`src/rtl/pme_pkg.sv`:
```
// Package: shared layout constants for the event root status register.
// Assumes: register is 32 bits; status and pending bit positions are fixed
// because software decodes them.
package pme_pkg;
    localparam int REG_W    = 32;
    localparam int ID_W     = 16;
    localparam int STS_BIT  = 16;
    localparam int PEND_BIT = 17;
    localparam int RSVD_W   = REG_W - PEND_BIT - 1;
endpackage

```
`src/rtl/pme_hold_fifo.sv`:
```
// Module: pme_hold_fifo
// Holds requester IDs of events waiting to be reported, oldest first.
// Assumes: the caller never pops when empty. It may push when full only
// in the same cycle as a pop.
module pme_hold_fifo #(
    parameter int W     = 16,
    parameter int DEPTH = 4
) (
    input  logic         clk,
    input  logic         rst_n,
    input  logic         push,
    input  logic         pop,
    input  logic [W-1:0] din,
    output logic [W-1:0] dout,
    output logic         empty,
    output logic         full
);
    localparam int PW = (DEPTH > 1) ? $clog2(DEPTH) : 1;
    localparam int CW = $clog2(DEPTH + 1);
    localparam logic [PW-1:0] LAST = PW'(DEPTH - 1);
    localparam logic [CW-1:0] CNT_FULL = CW'(DEPTH);

    logic [W-1:0]  mem [DEPTH];
    logic [PW-1:0] wr_ptr, rd_ptr;
    logic [CW-1:0] count;

    // Advance a pointer, wrapping at the last slot.
    function automatic logic [PW-1:0] bump(input logic [PW-1:0] p);
        return (p == LAST) ? '0 : p + 1'b1;
    endfunction

    // One storage slot per entry, written when the write pointer selects it.
    for (genvar g = 0; g < DEPTH; g++) begin : g_slot
        always_ff @(posedge clk) begin
            if (!rst_n)
                mem[g] <= '0;
            else if (push && wr_ptr == PW'(g))
                mem[g] <= din;
        end
    end

    // Pointer and occupancy bookkeeping.
    always_ff @(posedge clk) begin
        if (!rst_n) begin
            wr_ptr <= '0;
            rd_ptr <= '0;
            count  <= '0;
        end else begin
            if (push) wr_ptr <= bump(wr_ptr);
            if (pop)  rd_ptr <= bump(rd_ptr);
            case ({push, pop})
                2'b10:   count <= count + 1'b1;
                2'b01:   count <= count - 1'b1;
                default: count <= count;
            endcase
        end
    end

    // Head of queue and flags.
    always_comb begin
        dout  = mem[rd_ptr];
        empty = (count == '0);
        full  = (count == CNT_FULL);
    end
endmodule

```
`src/rtl/pme_report_ctrl.sv`:
```
// Module: pme_report_ctrl
// Decides, each cycle, whether an event is reported, held, dropped or
// delivered from the queue, and keeps the status flag and reported ID.
// Assumes: the queue is empty whenever status is clear.
module pme_report_ctrl #(
    parameter int W = 16
) (
    input  logic         clk,
    input  logic         rst_n,
    input  logic         evt_valid,
    input  logic [W-1:0] evt_id,
    input  logic         clr_req,
    input  logic         q_empty,
    input  logic         q_full,
    input  logic [W-1:0] q_head,
    output logic         q_push,
    output logic         q_pop,
    output logic         status,
    output logic [W-1:0] cur_id,
    output logic         dropped
);
    logic         status_d;
    logic [W-1:0] id_d;
    logic         drop_now;
    logic         clr;

    // Next-state decision for status, ID and queue actions.
    always_comb begin
        clr      = clr_req && status;
        status_d = status;
        id_d     = cur_id;
        q_push   = 1'b0;
        q_pop    = 1'b0;
        drop_now = 1'b0;
        if (!status) begin
            if (evt_valid) begin
                status_d = 1'b1;
                id_d     = evt_id;
            end
        end else if (clr) begin
            if (!q_empty) begin
                q_pop  = 1'b1;
                id_d   = q_head;
                q_push = evt_valid;
            end else if (evt_valid) begin
                id_d = evt_id;
            end else begin
                status_d = 1'b0;
            end
        end else if (evt_valid) begin
            if (!q_full)
                q_push = 1'b1;
            else
                drop_now = 1'b1;
        end
    end

    // Status, reported ID and sticky drop state.
    always_ff @(posedge clk) begin
        if (!rst_n) begin
            status  <= 1'b0;
            cur_id  <= '0;
            dropped <= 1'b0;
        end else begin
            status  <= status_d;
            cur_id  <= id_d;
            dropped <= dropped | drop_now;
        end
    end
endmodule

```
`src/rtl/pme_root_status.sv`:
```
// Module: pme_root_status
// Root status register for power-management events: reports one event,
// queues later ones, re-delivers on write-1-to-clear, raises irq.
// Assumes: reg_rdata is read combinationally; writes take effect at the edge.
module pme_root_status
    import pme_pkg::*;
#(
    parameter int HOLD_DEPTH = 4
) (
    input  logic             clk,
    input  logic             rst_n,
    input  logic             pme_valid,
    input  logic [ID_W-1:0]  pme_req_id,
    input  logic             reg_wr_en,
    input  logic [REG_W-1:0] reg_wdata,
    output logic [REG_W-1:0] reg_rdata,
    output logic             irq,
    output logic             pme_drop_seen
);
    logic            q_push, q_pop, q_empty, q_full;
    logic [ID_W-1:0] q_head, cur_id;
    logic            status;
    logic            clr_req;
    logic            unused_wbits;

    // Decode the write-1-to-clear request; other write bits are ignored.
    always_comb begin
        clr_req      = reg_wr_en && reg_wdata[STS_BIT];
        unused_wbits = ^{reg_wdata[REG_W-1:STS_BIT+1], reg_wdata[STS_BIT-1:0]};
    end

    pme_hold_fifo #(.W(ID_W), .DEPTH(HOLD_DEPTH)) u_fifo (
        .clk   (clk),
        .rst_n (rst_n),
        .push  (q_push),
        .pop   (q_pop),
        .din   (pme_req_id),
        .dout  (q_head),
        .empty (q_empty),
        .full  (q_full)
    );

    pme_report_ctrl #(.W(ID_W)) u_ctrl (
        .clk       (clk),
        .rst_n     (rst_n),
        .evt_valid (pme_valid),
        .evt_id    (pme_req_id),
        .clr_req   (clr_req),
        .q_empty   (q_empty),
        .q_full    (q_full),
        .q_head    (q_head),
        .q_push    (q_push),
        .q_pop     (q_pop),
        .status    (status),
        .cur_id    (cur_id),
        .dropped   (pme_drop_seen)
    );

    // Assemble the register view and the interrupt.
    always_comb begin
        reg_rdata = {{RSVD_W{1'b0}}, !q_empty, status, cur_id};
        irq       = status;
    end
endmodule

```
`config.mk`:
```
export PLATFORM = sky130hd
export DESIGN_NAME = pme_root_status
export DESIGN_NICKNAME = d
export VERILOG_FILES = /design/src/rtl/pme_pkg.sv /design/src/rtl/pme_hold_fifo.sv /design/src/rtl/pme_report_ctrl.sv /design/src/rtl/pme_root_status.sv
export SDC_FILE = /design/constraint.sdc
export NUM_CORES = 1
export LEC_CHECK = 0
export BUFFER_PORTS_ARGS = -buffer_cell sky130_fd_sc_hd__buf_2
export CAP_MARGIN = 20
export CORE_UTILIZATION = 30
export CTS_CLUSTER_DIAMETER = 100
export DETAILED_ROUTE_END_ITERATION = 10
export GPL_TIMING_DRIVEN = 0
export PLACE_DENSITY_LB_ADDON = 0.05
export SLEW_MARGIN = 10
export SYNTH_ARGS = -nofsm -noshare
export SYNTH_HDL_FRONTEND = slang
export SYNTH_SLANG_ARGS = --single-unit
```
`constraint.sdc`:
```
create_clock -name clk -period 5.7 [get_ports clk]
set_input_delay 0.855 -clock clk [delete_from_list [all_inputs] [get_ports clk]]
set_output_delay 0.855 -clock clk [all_outputs]
set_load 0.01 [all_outputs]
```
==> key figures <==
Placement
  • IO buf count: 39
  • Placed cell count: 612
  • Routability cong.: ~0.72
  • Detail Placement HPWL: roughly 7500 um

Final layout
  • Layout cell share with drive strength beyond 1: 0.2321
  • Layout Cells excl Fill: 628
  • Final net count: approximately 500
  • Diode count: 0
  • Area delta synth->final: 17.85%

Die
  • Initial Utilization: 0.3097
  • Die ar.: 14930 sq um
  • Die extent in x: 122.2 um
  • Row cnt: 43
  • Die Height: ~120 um
  • Ports: 86
  • Core area: 13990 sq um

Power and ir drop
  • Worst vdd ir: 202.1 uV
  • Lkg Pwr: 0.002005 uW
  • Cell area power density: 304.7 nW/um^2

Detailed routing
  • Vias/cell: 4.729
  • Initial drt markers: slightly below 200
  • DR vias: 2970
  • Post-DRT Antenna Nets: 0
  • DRC: 0
  • WL per Instance: approximately 19 um
  • Total wire length: 11700 um
  • DRT Pass-1 Iters: 4

Worst setup path
  • Setup crit end: u_fifo.count[2]
  • Crit path from: reg_wr_en
  • FF-to-FF path depth: 9
  • Critical Path Start Type: input port
  • Worst flop-to-flop path endpoint: u_fifo.count[2]
  • Register-to-register setup slack: 2.93 ns
  • Req. time, crit path: 5.97 ns
  • CP Capture Type: register
  • WS Path Type: input port to register
  • Critical Path AT: 3.18 ns
  • R2R Path Start: u_fifo.count[2]
  • Max FO, Critical Path: 7

CTS
  • CTS root buf: clkbuf_16
  • Reg clk slew, reported paths: 0.06 ns
  • Num CTS Buffers: 9
  • Cts hold-fix bufs: 0
  • Setup repair bufs after CTS: 0
  • H-tree Lvls: 3
  • Max Buffers Root-to-Sink: 2
  • Post-cts resize count: 0
  • Total clock sinks: 91
  • TritonCTS clock tree: yes
  • Clock latency on the worst-skew pair: 0.34 ns

Timing
  • RSZ-0062 raised after global routing: false
  • Slew at the pin closest to its max-slew limit: ~0.93 ns
  • Min cycle time layout: 2.909 ns
  • Final setup fails: 0
  • Slew HR: 0.3798
  • Final Skew: around 0.0075 ns
  • Final Hold Fails: 0
  • Setup TNS: 0 ns
  • Fmax: 0.3438 GHz
  • Post-route clock period utilization: 0.5103
  • Fin. max-slew vios: 0

Synthesis
  • Largest family of logic cells by synthesized area: simple AND/OR/NAND/NOR gates
  • Post-Synth XOR/XNOR Area: 0.004043
  • Mux contribution to synthesized area: 0.1247
  • Number of synthesized register bits: 91
  • Post-synth ARST share: 0
  • Synth Area in Compound Gates: 0.07883
  • Synth Instances: 380
  • Main flop type after synthesis: edfxtp_1
  • EDFF count, synth: 64
  • Mapped Area: around 4300 sq um
  • Simple-gate share of the synthesized area: 0.1415
  • Seq/Total Area, Yosys: 0.5683
  • Synth Warn #: 0
  • Synth Area in Adders: 0.02195
  • Post-synth cell types: 35
  • Syn Area/Cell: 11.40 sq um

Global route
  • Initial antenna violation count: 0
  • First-pass GRT wire length: between 15000 and 20000 um
  • Total GRT Usage: 0.1749
  • Gr ovfl total: 0
  • Largest net degree at the start of global routing: 17
  • Number of global-route vias before repair: roughly 3.0k

Worst hold path
  • HP Class: register to register

Status
  • Status: complete, no violations

Job
  • Max Cap Viol: 0
==> kinds of logic (layout without fill, tap and decap cells) <==
family                     after synthesis  after routing
AOI/OAI and AO/OA                       63             63
buffers and inverters                   45            100
and+or+nand+nor                        137            137
xor gates and xnor gates                 2              2
adders and majority gates                7              7
DFF                                     91             91
other                                    1             14
muxes                                   34             34
==> worst min-delay path by stage <==
stage                       end  cells after the start  slack [ns]        startpoint
2_1_floorplan          register                      2        0.45  u_fifo.rd_ptr[1]
5_1_grt        u_fifo.rd_ptr[0]                      2        0.52  u_fifo.rd_ptr[0]
3_3_place_gp     u_ctrl.dropped                      2        0.45    u_ctrl.dropped
6_report               register                      2        0.48  u_fifo.rd_ptr[1]
4_1_cts          u_ctrl.dropped                      2        0.48    u_ctrl.dropped
3_5_place_dp     u_ctrl.dropped                      2        0.47    u_ctrl.dropped
==> cell type report <==
type	instances	area [sq um]
well taps	180	225.2
clock inverters	6	65.06
flip-flops and latches	91	2462
inverters	7	26.28
fillers	1407	8882
repair buffers	39	195.2
multi-input cells	257	1660
clock buffers	10	239.0
plain buffers	38	232.7
==> flip-flops by register name, summed over array words and instances, names as in the netlist, named ones only <==
| signal | count |
|---|---|
| u_ctrl.cur_id | 16 |
| u_ctrl.dropped | 1 |
| u_ctrl.status | 1 |
| u_fifo.count | 3 |
| u_fifo.mem | 64 |
| u_fifo.rd_ptr | 2 |
| u_fifo.wr_ptr | 2 |
==> through the flow <==
stage	power (uW)	worst slack, ns	utilization	cell area (sq um)	hold WS, ns
floorplan	891.1	2.875	-	4382	0.4541
global placement	960.9	2.479	0.3433	4802	0.4497
detailed placement	962.8	2.434	0.3433	4802	0.4654
CTS	1582	2.801	0.3650	5106	0.4828
global route	1624	2.652	0.3650	5106	0.5243
finish	1556	2.791	0.3650	5106	0.4784
==> synth_stat cells (2+ instances only) <==
library cell  number  share of area
nand2_1           30          0.026
nor2_1            70          0.061
and2_1            17          0.025
o21a_1             2         0.0035
ha_1               6          0.017
or3_2              2         0.0035
nand3_1           11          0.013
mux4_2            16          0.083
clkbuf_1          10         0.0087
xor2_1             2         0.0040
dfxtp_1           27           0.12
edfxtp_1          64           0.44
a21oi_1           37          0.043
inv_1              7         0.0061
o21ai_0           18          0.021
buf_4             20          0.035
buf_2              6         0.0069
mux2i_1           18          0.042
==> layout by cell type, fill, tap and decap left out, types with 16 or more instances in the layout <==
| cell | netlist | layout |
|---|---|---|
| nor2_1 | 70 | 70 |
| edfxtp_1 | 64 | 64 |
| buf_2 | 6 | 45 |
| a21oi_1 | 37 | 37 |
| nand2_1 | 30 | 30 |
| dfxtp_1 | 27 | 27 |
| buf_4 | 20 | 20 |
| mux2i_1 | 18 | 18 |
| o21ai_0 | 18 | 18 |
| and2_1 | 17 | 17 |
| mux4_2 | 16 | 16 |
==> worst max-delay path, cell delays in order <==
cell      delay (ns)
buf_2           0.12
a21boi_0        0.36
o21ai_2         0.18
nand2_1         0.27
ha_1            0.25
inv_1           0.07
fa_1            0.38
xor2_1          0.16
or3_2           0.40
a21oi_1         0.14
==> report_power, final <==
group / internal (uW) / total, uW / switching (uW)
clock: 352 / 612 / 260
combinational: 71.3 / 184 / 113
sequential: 742 / 760 / 17.7
total: 1170 / 1560 / 390
==> metal layers <==
metal	GRT usage	part of all wire
met4	0.07393	0.014
met3	0.03886	0.040
met1	0.2275	0.45
met5	0	0
met2	0.2797	0.50
No activity file was read; power rests on OpenSTA's default activity.
